==> src/rtl/rpk_pkg.sv <==
package rpk_pkg;
  localparam int SIG_W    = 32;               // unpacked significand width
  localparam int RND_W    = 7;                // rounding bits under the fraction
  localparam int EXP_W    = 10;               // exponent input width
  localparam int EI_W     = EXP_W + 2;        // internal exponent width with headroom
  localparam int FEXP_W   = 8;                // packed exponent field width
  localparam int FRAC_W   = 23;               // packed fraction field width
  localparam int WORD_W   = 1 + FEXP_W + FRAC_W;
  localparam int SUM_W    = SIG_W + 1;
  localparam int RS_W     = SUM_W - RND_W;    // rounded significand width
  localparam int LZ_W     = $clog2(SIG_W) + 1;
  localparam logic signed [EI_W-1:0] EXP_TOP = EI_W'((1 << FEXP_W) - 3);
  localparam logic [RND_W-1:0] INC_HALF = RND_W'(1 << (RND_W - 1));
  localparam logic [RND_W-1:0] INC_FULL = {RND_W{1'b1}};

  typedef enum logic [1:0] {
    RM_NEAR_EVEN = 2'd0,
    RM_TO_ZERO   = 2'd1,
    RM_DOWN      = 2'd2,
    RM_UP        = 2'd3
  } rmode_e;

  typedef struct packed {
    logic                   sign;
    logic signed [EI_W-1:0] exp;
    logic [SIG_W-1:0]       sig;
    logic [1:0]             mode;
    logic                   tin_before;
  } unp_t;

  typedef struct packed {
    logic [WORD_W-1:0] word;
    logic              ovf;
    logic              unf;
    logic              inx;
  } res_t;
endpackage

==> src/rtl/rpk_lzc.sv <==
module rpk_lzc #(
  parameter int W  = 32,
  parameter int CW = $clog2(W) + 1
) (
  input  logic [W-1:0]  vec,
  output logic [CW-1:0] cnt
);
  always_comb begin
    cnt = CW'(W);
    for (int i = 0; i < W; i++) begin
      if (vec[i]) cnt = CW'(W - 1 - i);
    end
  end
endmodule

==> src/rtl/rpk_norm.sv <==
module rpk_norm
  import rpk_pkg::*;
(
  input  logic                    en,
  input  logic [EXP_W-1:0]        exp_i,
  input  logic [SIG_W-1:0]        sig_i,
  output logic signed [EI_W-1:0]  exp_o,
  output logic [SIG_W-1:0]        sig_o
);
  logic [LZ_W-1:0]        lz;
  logic [LZ_W-1:0]        sh;
  logic signed [EI_W-1:0] exp_x;

  rpk_lzc #(.W(SIG_W), .CW(LZ_W)) u_lzc (.vec(sig_i), .cnt(lz));

  assign exp_x = EI_W'($signed(exp_i));
  assign sh    = lz - LZ_W'(1);

  always_comb begin
    exp_o = exp_x;
    sig_o = sig_i;
    if (en && (sig_i != '0)) begin
      if (lz == '0) begin
        sig_o = {1'b0, sig_i[SIG_W-1:2], sig_i[1] | sig_i[0]};
        exp_o = exp_x + EI_W'(1);
      end else begin
        sig_o = sig_i << sh;
        exp_o = exp_x - $signed({{(EI_W-LZ_W){1'b0}}, sh});
      end
    end
  end
endmodule

==> src/rtl/rpk_round.sv <==
module rpk_round
  import rpk_pkg::*;
(
  input  unp_t u,
  output res_t r
);
  logic [RND_W-1:0]       inc;
  logic                   pre_big;
  logic                   neg;
  logic                   ovf;
  logic                   tiny;
  logic [EI_W-1:0]        amt;
  logic [SIG_W-1:0]       shr;
  logic                   lost;
  logic [SIG_W-1:0]       sig_d;
  logic [RND_W-1:0]       rb;
  logic [SUM_W-1:0]       sum;
  logic [RS_W-1:0]        rs;
  logic [FEXP_W-1:0]      e_f;
  logic                   rne;

  always_comb begin
    inc = '0;
    case (rmode_e'(u.mode))
      RM_NEAR_EVEN: inc = INC_HALF;
      RM_TO_ZERO:   inc = '0;
      RM_DOWN:      inc = u.sign ? INC_FULL : '0;
      RM_UP:        inc = u.sign ? '0 : INC_FULL;
      default:      inc = '0;
    endcase
  end

  assign rne     = (rmode_e'(u.mode) == RM_NEAR_EVEN);
  assign pre_big = ({1'b0, u.sig} + SUM_W'(inc)) >= (SUM_W'(1) << (SIG_W - 1));
  assign neg     = u.exp < 0;
  assign ovf     = (u.exp > EXP_TOP) || ((u.exp == EXP_TOP) && pre_big);
  assign tiny    = u.tin_before || (u.exp < -EI_W'(1)) || !pre_big;
  assign amt     = EI_W'(-u.exp);

  // right shift with sticky jamming
  always_comb begin
    shr  = u.sig >> amt[$clog2(SIG_W)-1:0];
    lost = |(u.sig & ~({SIG_W{1'b1}} << amt[$clog2(SIG_W)-1:0]));
    if (!neg) begin
      sig_d = u.sig;
    end else if (amt >= EI_W'(SIG_W)) begin
      sig_d = {{(SIG_W-1){1'b0}}, |u.sig};
    end else begin
      sig_d = {shr[SIG_W-1:1], shr[0] | lost};
    end
  end

  assign rb  = sig_d[RND_W-1:0];
  assign sum = {1'b0, sig_d} + SUM_W'(inc);

  always_comb begin
    rs = sum[SUM_W-1:RND_W];
    if (rne && (rb == INC_HALF)) rs[0] = 1'b0;
    e_f = neg ? '0 : u.exp[FEXP_W-1:0];
    if (rs == '0) e_f = '0;
  end

  always_comb begin
    if (ovf) begin
      r.word = {u.sign, {FEXP_W{1'b1}}, {FRAC_W{1'b0}}}
               - WORD_W'(inc == '0);
      r.ovf  = 1'b1;
      r.unf  = 1'b0;
      r.inx  = 1'b1;
    end else begin
      r.word = {u.sign, {(WORD_W-1){1'b0}}}
               + {1'b0, e_f, {FRAC_W{1'b0}}}
               + {{(WORD_W-RS_W){1'b0}}, rs};
      r.ovf  = 1'b0;
      r.inx  = rb != '0;
      r.unf  = neg && tiny && (rb != '0);
    end
  end
endmodule

==> src/rtl/rpk_round_pack.sv <==
module rpk_round_pack
  import rpk_pkg::*;
(
  input  logic                clk,
  input  logic                rst_n,
  input  logic                in_valid,
  output logic                in_ready,
  input  logic                in_sign,
  input  logic [EXP_W-1:0]    in_exp,
  input  logic [SIG_W-1:0]    in_sig,
  input  logic [1:0]          in_mode,
  input  logic                in_tiny_before,
  input  logic                in_norm_en,
  output logic                out_valid,
  input  logic                out_ready,
  output logic [WORD_W-1:0]   out_word,
  output logic                out_overflow,
  output logic                out_underflow,
  output logic                out_inexact
);
  logic signed [EI_W-1:0] n_exp;
  logic [SIG_W-1:0]       n_sig;
  unp_t                   s1_q;
  logic                   v1_q;
  res_t                   s2_d;
  res_t                   s2_q;
  logic                   v2_q;
  logic                   adv1;
  logic                   adv2;

  rpk_norm u_norm (
    .en    (in_norm_en),
    .exp_i (in_exp),
    .sig_i (in_sig),
    .exp_o (n_exp),
    .sig_o (n_sig)
  );

  rpk_round u_round (.u(s1_q), .r(s2_d));

  assign adv2     = !v2_q || out_ready;
  assign adv1     = !v1_q || adv2;
  assign in_ready = adv1;

  always_ff @(posedge clk or negedge rst_n) begin
    if (!rst_n) begin
      v1_q <= 1'b0;
      v2_q <= 1'b0;
    end else begin
      if (adv1) v1_q <= in_valid;
      if (adv2) v2_q <= v1_q;
    end
  end

  always_ff @(posedge clk) begin
    if (adv1 && in_valid) begin
      s1_q.sign       <= in_sign;
      s1_q.exp        <= n_exp;
      s1_q.sig        <= n_sig;
      s1_q.mode       <= in_mode;
      s1_q.tin_before <= in_tiny_before;
    end
    if (adv2 && v1_q) s2_q <= s2_d;
  end

  assign out_valid     = v2_q;
  assign out_word      = s2_q.word;
  assign out_overflow  = s2_q.ovf;
  assign out_underflow = s2_q.unf;
  assign out_inexact   = s2_q.inx;
endmodule

==> config.mk <==
export PLATFORM = sky130hd
export DESIGN_NAME = rpk_round_pack
export DESIGN_NICKNAME = d
export VERILOG_FILES = /design/src/rtl/rpk_pkg.sv /design/src/rtl/rpk_lzc.sv /design/src/rtl/rpk_norm.sv /design/src/rtl/rpk_round.sv /design/src/rtl/rpk_round_pack.sv
export SDC_FILE = /design/constraint.sdc
export NUM_CORES = 1
export LEC_CHECK = 0
export BUFFER_PORTS_ARGS = -buffer_cell sky130_fd_sc_hd__buf_2
export CAP_MARGIN = 20
export CORE_ASPECT_RATIO = 0.9
export CORE_MARGIN = 3
export CORE_UTILIZATION = 50
export DETAILED_ROUTE_END_ITERATION = 7
export GPL_TIMING_DRIVEN = 1
export PLACE_DENSITY = 0.68
export REMOVE_ABC_BUFFERS = 1
export SLEW_MARGIN = 10
export SYNTH_ARGS = -nofsm -noshare
export SYNTH_HDL_FRONTEND = slang
export SYNTH_SLANG_ARGS = --single-unit
==> constraint.sdc <==
create_clock -name clk -period 8.5 [get_ports clk]
set_input_delay 1.7 -clock clk [delete_from_list [all_inputs] [get_ports clk]]
set_output_delay 1.7 -clock clk [all_outputs]
set_load 0.02 [all_outputs]
==> flow_summary.yaml, run 1 <==
run_status:
  outcome: "complete, no violations"
timing:
  setup_viol: 0
  maxSlewViolCount: 0
  post-route-period-util_pct: 92.0
  finalCriticalPeriod_ns: 7.82
  fin_skew_ns: 0.00822
  setup_tns_ns: 0
  fmax_ghz: 0.128
  worst_pin_slew_ns: 1.17
  maxSlewHeadroom_pct: 21.1
  rsz0062_at_grt: "no"
  finalHoldViolCount: 0
routing:
  drc_errors: 0
  vias: 11000
  drt_pass1_iterations: 6
  drt-initial-drc-count: 1403
  viasPerCell: 6.95
  wl_mm: 38.1
  wire_per_inst_um: 24.2
  drtAntennaViolNets: 0
synth:
  synth-async-reset-ratio_pct: 2.38
  syn_area_sq_um: 11100
  syn_area_per_cell_sq_um: 8.71
  seq_area_frac_synth_pct: 22.6
  yosys_register_bits: 84
  synth_edf_count: 82
  synth_top_area_cell: "edfxtp_1"
  synthCells: 1275
  yosys.area.top_type_share_pct: 22.2
  synthTopCellsByArea: "edfxtp_1 (22%), mux4_2 (12%), mux2i_1 (7.8%)"
  synth_ff_type: "edfxtp_1"
  yosys_warnings: 0
  synth_cell_types: 96
worst_setup_path:
  rr_startpoint: "s1_q[36]"
  cp-start-kind: "register"
  crit_arrival_ns: 7.89
  ff2ff_setup_slack_ns: 0.68
  r2r-end: "out_word[30]"
  reg2reg_depth: 25
  end_kind: "register"
  required_ns: 8.58
  path_class: "reg -> reg"
  crit_fanout: 25
floorplanning:
  placeableCoreArea_sq_um: 21700
  ios: 88
  start_util_pct: 51.2
  rows: 51
  die_h_um: 147
  die-area_sq_um: 24000
  die_w_um: 163
finish:
  fillerInstances: 2058
  fin_nets: 1371
  drive_gt1_share_pct: 20.4
  syn2layout_area_growth_pct: 7.60
  antenna_cells: 0
  fin_cells: 1578
clock_tree:
  cts-htree-levels: 3
  cts.sinks: 84
  clk-insertion-delay-late_ns: 0.35
  post_cts_buffers: 0
  clkTransAtPathRegs_ns: 0.07
  cts_tree: "yes"
  hold_buffers: 0
  cts_root_buffer: "clkbuf_16"
  cts-resized-gates: 0
  max-clock-path-buffers: 2
  cts-buffers-inserted: 9
place:
  dpl.cell_count: 1561
  dpl.hpwl_mm: 28.3
  io_buffers: 87
  place_congestion: 0.997
global_route:
  track_usage_pct: 31.5
  gr-total-overflow: 0
  antenna_found_initial: 0
  grt_max_degree: 63
  first_global_vias: 9912
  grt_pass1_wl_mm: 59.2
hold_path:
  holdPathStages: 1
  hold_class: "reg -> reg"
  hold_end: "out_valid"
  hold_path.startpoint: "v1_q"
power_and_ir_drop:
  ir_drop_v: 0.000109
  cellPowerDensity_nw_per_um2: 166
  fin_total_pwr_mw: 1.99
  p_leak_nw: 4.52
run:
  max_cap_viol_count: 0
-- layer usage --
metal | wire (um) | global-route usage [%]
met5 | 0 | 0
met4 | 970 | 7.82
met3 | 4890 | 10.3
met2 | 16100 | 45.3
met1 | 16200 | 45.8
-- final cells by class --
| class | instances | area, sq um | area share [%] |
|---|---|---|---|
| Tap cell | 291 | 364 | 3.05 |
| Inverter | 42 | 158 | 1.32 |
| Clock buffer | 10 | 229 | 1.92 |
| Multi-Input combinational cell | 1031 | 7960 | 66.7 |
| Timing Repair Buffer | 114 | 648 | 5.43 |
| Clock inverter | 6 | 70.1 | 0.587 |
| Sequential cell | 84 | 2510 | 21.0 |
-- cell usage in the layout, fill, tap and decap left out, types with 6 or more instances in the layout --
| cell | synthesis | final |
|---|---|---|
| a21o_1 | 15 | 15 |
| a41oi_1 | 6 | 6 |
| mux4_2 | 57 | 57 |
| nor3_1 | 30 | 30 |
| nor2_1 | 124 | 124 |
| and3_1 | 17 | 17 |
| nand4_1 | 18 | 18 |
| nand2_1 | 106 | 106 |
| a221oi_1 | 12 | 12 |
| nor4_1 | 13 | 13 |
| o22ai_1 | 22 | 22 |
| and2_1 | 8 | 7 |
| inv_1 | 40 | 40 |
| a31o_2 | 6 | 6 |
| a21oi_1 | 63 | 63 |
| a31oi_1 | 19 | 17 |
| nand2b_1 | 20 | 20 |
| buf_2 | 12 | 88 |
| a211oi_1 | 11 | 11 |
| o211ai_1 | 13 | 13 |
| nand3_1 | 33 | 33 |
| a22oi_1 | 9 | 9 |
| or2_2 | 7 | 7 |
| edfxtp_1 | 82 | 82 |
| ha_1 | 35 | 32 |
| nor2b_1 | 25 | 25 |
| o21ai_0 | 73 | 73 |
| o31ai_1 | 20 | 19 |
| mux2_2 | 29 | 29 |
| buf_4 | 12 | 25 |
| xnor2_1 | 25 | 25 |
| xor2_1 | 17 | 16 |
| a32oi_1 | 6 | 6 |
| clkbuf_16 | 0 | 9 |
| mux2i_1 | 86 | 86 |
| o2bb2ai_1 | 7 | 7 |
-- stage by stage --
stage / worst slack [ns] / utilization (%) / hold WS [ns] / area [sq um]
finish: 0.684 / 55.1 / 0.507 / 11900
global route: 0.193 / 55.1 / 0.520 / 11900
CTS: 0.819 / 55.0 / 0.505 / 11900
detailed placement: 0.859 / 53.6 / 0.487 / 11600
global placement: 1.06 / 53.6 / 0.469 / 11600
floorplan: -0.721 / - / 0.449 / 10600
-- cells in the mapped netlist (8+ instances only) --
cell	count
a211oi_1	11
a21o_1	15
a21oi_1	63
a221oi_1	12
a22oi_1	9
a31oi_1	19
and2_1	8
and3_1	17
buf_1	13
buf_2	12
buf_4	12
clkbuf_1	78
edfxtp_1	82
ha_1	35
inv_1	40
mux2_2	29
mux2i_1	86
mux4_2	57
nand2_1	106
nand2b_1	20
nand3_1	33
nand4_1	18
nor2_1	124
nor2b_1	25
nor3_1	30
nor4_1	13
o211ai_1	13
o21ai_0	73
o22ai_1	22
o31ai_1	20
xnor2_1	25
xor2_1	17
-- power by group --
| group | switching, mW | internal, mW | total (mW) |
|---|---|---|---|
| clock | 0.172 | 0.230 | 0.402 |
| combinational | 0.601 | 0.396 | 0.997 |
| sequential | 0.0691 | 0.519 | 0.588 |
-- state kept, by name (all words and copies together) (netlist names) --
signal,flops
out_underflow,1
out_valid,1
s1_q,47
out_overflow,1
v1_q,1
out_inexact,1
out_word,32
-- cell families after synthesis --
kind of cell               Yosys count  synth area share [%]
and+or+nand+nor                    434                  19.8
buffers and inverters              160                  6.15
AOI/OAI and AO/OA                  344                  21.2
xor gates and xnor gates            43                  3.46
adders and majority gates           38                  4.49
DFF                                 84                  22.6
muxes                              172                  22.3
-- worst max-delay path: stages, from the launching register on --
cell and delay, ns:
edfxtp_1 0.54, inv_1 0.19, ha_2 0.28, inv_1 0.07
ha_2 0.62, buf_4 0.40, mux4_2 0.54, mux2_2 0.29
o22ai_1 0.17, o21ai_0 0.13, and2_1 0.21, ha_1 0.29
nand3_1 0.09, or3_1 0.38, o21ai_1 0.34, nand4_2 0.34
or3_4 0.49, mux2i_1 0.19, nor4_4 0.62, nor3_1 0.14
ha_1 0.31, a21o_1 0.18, a21oi_1 0.31, and3b_1 0.23
xnor2_1 0.13, o31ai_1 0.08
-- worst max-delay path by stage --
| stage | from | to | depth (start not counted) |
|---|---|---|---|
| 2_1_floorplan | s1_q[35] | out_word[30] | 22 |
| 3_3_place_gp | s1_q[36] | out_word[30] | 25 |
| 3_5_place_dp | s1_q[36] | out_word[30] | 25 |
| 4_1_cts | s1_q[36] | out_word[30] | 25 |
| 5_1_grt | s1_q[36] | out_word[30] | 25 |
| 6_report | s1_q[36] | out_word[30] | 25 |
(Power assumes the default switching activity.)
==> run 2: changes to the inputs <==
RECOVER_POWER = 25   (was default)
SYNTH_HIERARCHICAL = 1   (was default)
==> flow_summary.yaml, run 2 <==
routing:
  vias: 11300
  drt-initial-drc-count: 1513
  drt_pass1_iterations: 8
  viasPerCell: 6.94
  wl_mm: 38.7
  drc_errors: 3
  wire_per_inst_um: 23.8
  drtAntennaViolNets: 0
finish:
  drive_gt1_share_pct: 17.3
  final_cell_mix: "nand2_1 (141), nor2_1 (101), buf_2 (86), edfxtp_1 (83), o21ai_0 (81)"
  largest_reg_flops: 48
  antenna_cells: 0
  fin_nets: 1421
  final_common_cell: "nand2_1"
  syn2layout_area_growth_pct: 6.74
  fin_util_pct: 55.0
  fin_cells: 1628
  top_register: "s1_q"
  fillerInstances: 2075
worst_setup_path:
  end_kind: "register"
  path_class: "reg -> reg"
  ff2ff_setup_slack_ns: 0.96
  rr_startpoint: "s1_q[36]"
  startpoint: "s1_q[36]"
  cp-start-kind: "register"
  required_ns: 8.60
  crit_arrival_ns: 7.64
  reg2reg_depth: 27
  crit_fanout: 26
  r2r-end: "out_word[30]"
hold_path:
  holdPathStages: 1
  hold_path.startpoint: "v1_q"
  hold_class: "reg -> reg"
  hold_end: "out_valid"
synth:
  synth_cell_types: 111
  synthTopCellsByArea: "edfxtp_1 (22%), mux2i_1 (6.8%), mux4_2 (5.2%)"
  yosys.area.top_type_share_pct: 22.0
  yosysMostFrequentCell: "nand2_1"
  synthCells: 1316
  synth-async-reset-ratio_pct: 2.35
  syn_area_sq_um: 11300
  synth_edf_count: 83
  yosys_warnings: 6
  yosys_register_bits: 85
  synth_top_area_cell: "edfxtp_1"
  syn_area_per_cell_sq_um: 8.59
  synth_ff_type: "edfxtp_1"
  seq_area_frac_synth_pct: 22.5
  ys_top_cells_by_count: "nand2_1 (141), nor2_1 (101), edfxtp_1 (83)"
global_route:
  grt_max_degree: 71
  gr-total-overflow: 0
  grt_pass1_wl_mm: 59.9
  track_usage_pct: 31.3
  first_global_vias: 10600
  antenna_found_initial: 0
timing:
  hold_ws_ns: 0.507
  maxSlewHeadroom_pct: -93.8
  fmax_ghz: 0.133
  setup_ws_ns: 0.961
  finalCriticalPeriod_ns: 7.54
  setup_viol: 0
  fin_skew_ns: 0.0159
  worst_pin_slew_ns: 2.91
  post-route-period-util_pct: 88.7
  rsz0062_at_grt: "no"
  maxSlewViolCount: 85
  finalHoldViolCount: 0
place:
  dpl.cell_count: 1612
  pre_cts_ws_ns: 1.21
  io_buffers: 87
  place_congestion: 1.05
  dpl.hpwl_mm: 28.3
clock_tree:
  hold_buffers: 0
  clk-insertion-delay-late_ns: 0.36
  cts_tree: "yes"
  cts.sinks: 85
  clkTransAtPathRegs_ns: 0.07
  max-clock-path-buffers: 2
  cts-htree-levels: 3
  post_cts_buffers: 0
  cts-buffers-inserted: 9
  cts-resized-gates: 0
  cts_root_buffer: "clkbuf_16"
floorplanning:
  die_w_um: 164
  ios: 88
  die-area_sq_um: 24500
  start_util_pct: 51.5
  die_h_um: 149
  placeableCoreArea_sq_um: 22000
  rows: 51
power_and_ir_drop:
  ir_drop_v: 0.000114
  p_leak_nw: 4.60
  fin_total_pwr_mw: 2.03
  cellPowerDensity_nw_per_um2: 168
run:
  max_cap_viol_count: 2
run_status:
  violations: "DRC, capacitance limit, slew limit"
  outcome: "complete, but fails checks"
run 2: cell types whose count changed after synthesis, sizes merged, moves of 10 or more:
cell	before	now
a22oi	10	23
and2	8	21
buf	40	61
clkbuf	78	42
inv	41	31
mux4	57	35
nand2	106	142
nor2	125	103
nor4	18	30
o21ai	77	91
o22ai	22	12
run 2: routing by layer:
metal	share of wire, %	vias up	global-route usage, %
met5	0	-	0
met4	3.8	0	12.3
met3	10	105	6.02
met2	45	722	48.2
met1	41	5384	43.4
li1	-	5087	-
run 2: metrics by stage:
stage	TNS, ns	cell area [sq um]
finish	0	12100
global route	0	12100
CTS	0	12100
detailed placement	0	11800
global placement	0	11800
floorplan	-64.14	10700
run 2: how the worst max path moves through the flow:
stage	endpoint	slack [ns]	cells past startpoint
finish	out_word[30]	0.96	27
global route	out_word[30]	0.46	27
CTS	out_word[30]	1.14	27
detailed placement	out_word[30]	1.21	27
global placement	out_word[30]	1.32	27
floorplan	s1_q[45]	-2.41	18
run 2: cells by family after synthesis:
kind of cell / share of synthesized area, %
AND/OR/NAND/NOR: 22.6
AO/OA/AOI/OAI: 23.3
multiplexers: 17.3
buffers and inverters: 6.02
flip-flops: 22.5
XOR/XNOR: 3.86
adder cells (fa/ha/maj): 4.41
run 2: layout make-up:
cell class              instances  area (sq um)  share of cell area [%]
multi-input cells            1095          8120                    67.3
flip-flops and latches         85          2540                    21.1
repair buffers                108           588                    4.87
well taps                     291           364                    3.02
clock buffers                   9           225                    1.87
inverters                      33           124                    1.03
clock inverters                 7           103                   0.850
run 2: power by group:
group / total [mW] / internal (mW) / leakage (nW) / switching (mW)
logic: 0.996 / 0.378 / 3.61 / 0.618
clock network: 0.440 / 0.262 / 0.162 / 0.178
registers: 0.593 / 0.527 / 0.827 / 0.0661
total: 2.03 / 1.17 / 4.60 / 0.862
run 2: worst max-delay path, cell delays in order (launching register included):
cell       delay (ns)
edfxtp_1         0.49
inv_1            0.15
ha_2             0.80
mux2_2           0.45
mux4_2           0.49
nand2_1          0.09
o21ai_0          0.19
o221ai_1         0.32
o2bb2ai_1        0.10
ha_1             0.32
and4_1           0.24
nand2_1          0.08
nor2b_1          0.13
a21o_1           0.36
and3_1           0.44
nand4_1          0.26
and3_1           0.26
o2111a_1         0.31
a41oi_4          0.36
nand2_1          0.15
inv_1            0.08
ha_1             0.22
a21o_1           0.18
a21oi_1          0.28
and3b_1          0.23
xor2_1           0.14
nand2_1          0.07
nand2_1          0.06
==> run 3: changes to the inputs <==
ABC_CLOCK_PERIOD_IN_PS = 8500   (was default)
CORE_MARGIN = 4   (was 3)
CORE_UTILIZATION = 58   (was 50)
PLACE_DENSITY = 0.77   (was 0.68)
==> flow_summary.yaml, run 3 (same netlist as run 2, synthesis figures left out) <==
clock_tree:
  cts_tree: "yes"
  cts-htree-levels: 3
  cts_root_buffer: "clkbuf_16"
  post_cts_buffers: 0
  clk-insertion-delay-late_ns: 0.35
  clkTransAtPathRegs_ns: 0.07
  cts-resized-gates: 0
  max-clock-path-buffers: 2
  cts.sinks: 85
  hold_buffers: 0
  cts-buffers-inserted: 9
hold_path:
  hold_end: "out_valid"
  holdPathStages: 1
  hold_path.startpoint: "v1_q"
  hold_class: "reg -> reg"
routing:
  drt-initial-drc-count: 1534
  drtAntennaViolNets: 0
  drc_errors: 0
  drt_pass1_iterations: 7
  vias: 11400
  wl_mm: 37.1
  wire_per_inst_um: 23.4
  viasPerCell: 7.19
timing:
  post-route-period-util_pct: 89.1
  rsz0062_at_grt: "no"
  finalCriticalPeriod_ns: 7.57
  maxSlewViolCount: 85
  maxSlewHeadroom_pct: -91.6
  finalHoldViolCount: 0
  fin_skew_ns: 0.0110
  fmax_ghz: 0.132
  setup_viol: 0
  worst_pin_slew_ns: 2.87
floorplanning:
  die-area_sq_um: 21800
  start_util_pct: 59.0
  placeableCoreArea_sq_um: 19200
  rows: 48
  die_w_um: 155
  die_h_um: 140
  ios: 88
worst_setup_path:
  rr_startpoint: "s1_q[36]"
  r2r-end: "out_word[30]"
  required_ns: 8.58
  crit_arrival_ns: 7.66
  path_class: "reg -> reg"
  reg2reg_depth: 29
  end_kind: "register"
  worst_path_largest_cell_delay_ns: 0.49
  ff2ff_setup_slack_ns: 0.93
  crit_slowest_cell: "edfxtp_1"
  cp-start-kind: "register"
  crit_fanout: 28
finish:
  fin_nets: 1422
  final_cell_mix: "nand2_1 (141), nor2_1 (101), buf_2 (86), edfxtp_1 (83), o21ai_0 (81)"
  drive_gt1_share_pct: 17.3
  largest_reg_flops: 48
  fillerInstances: 1658
  fin_util_pct: 62.7
  fin_cells: 1588
  regArea_sq_um: 2540
  final_common_cell: "nand2_1"
  antenna_cells: 0
  multi_input_area_sq_um: 8120
  syn2layout_area_growth_pct: 6.21
  top_register: "s1_q"
place:
  dpl.cell_count: 1571
  dpl.hpwl_mm: 27.3
  place_congestion: 1.07
  io_buffers: 87
power_and_ir_drop:
  p_leak_nw: 4.59
  ir_drop_v: 0.000120
  cellPowerDensity_nw_per_um2: 165
run_status:
  outcome: "complete, but fails checks"
  violations: "capacitance limit, slew limit"
run:
  max_cap_viol_count: 2
global_route:
  gr-total-overflow: 0
  first_global_vias: 10700
  grt_pass1_wl_mm: 58.2
  grt_max_degree: 71
  antenna_found_initial: 0
  track_usage_pct: 33.2
[run 3: changes by cell type in the layout (fill, tap and decap cells not counted), sizes merged]
cell / before / now
buf: 106 / 107
clkinvlp: 0 / 1
clkbuf: 11 / 12
bufinv: 2 / 1
clkinv: 4 / 3
[run 3: layer usage]
metal	global-route usage [%]	share of wire, %
met5	0	0
met4	15.5	5.8
met3	5.53	9.8
met2	53.4	45
met1	43.8	39
[run 3: cell type report]
class | count | area share, %
Multi-Input combinational cell | 1095 | 67.6
Timing Repair Buffer | 109 | 4.96
Clock inverter | 6 | 0.625
Clock buffer | 10 | 1.99
Sequential cell | 85 | 21.2
Tap cell | 250 | 2.61
Inverter | 33 | 1.03
[run 3: where the power goes]
part           switching, mW  internal, mW  total [mW]  leakage (nW)
Sequential            0.0643         0.527       0.591         0.827
Combinational          0.609         0.377       0.986          3.61
Clock                  0.166         0.240       0.407         0.152
Total                  0.840          1.14        1.98          4.59
[run 3: worst max path at each step]
stage | cells past startpoint | startpoint | to | slack (ns)
after floorplan | 18 | in_sig[3] | s1_q[45] | -2.41
after global placement | 29 | s1_q[35] | out_word[30] | 1.33
after detailed placement | 29 | s1_q[35] | out_word[30] | 1.12
after CTS | 29 | s1_q[35] | out_word[30] | 1.07
after global routing | 29 | s1_q[36] | out_word[30] | 0.45
final | 29 | s1_q[36] | out_word[30] | 0.93
[run 3: through the flow]
step | power [mW] | setup TNS (ns) | cell area, sq um | hold slack (ns) | setup slack (ns)
floorplan | 1.26 | -64.14 | 10700 | 0.511 | -2.41
global placement | 1.54 | 0 | 11700 | 0.537 | 1.33
detailed placement | 1.55 | 0 | 11700 | 0.568 | 1.12
CTS | 1.96 | 0 | 12000 | 0.594 | 1.07
global route | 2.08 | 0 | 12000 | 0.543 | 0.455
finish | 1.98 | 0 | 12000 | 0.533 | 0.927
[run 3: critical path: cells and delay by family (launching register included)]
kind | cells | cell delay (ns)
adders and majority gates | 4 | 0.99
buffers and inverters | 4 | 0.72
and+or+nand+nor | 10 | 2.32
xor gates and xnor gates | 1 | 0.14
AOI/OAI and AO/OA | 10 | 2.64
DFF | 1 | 0.49
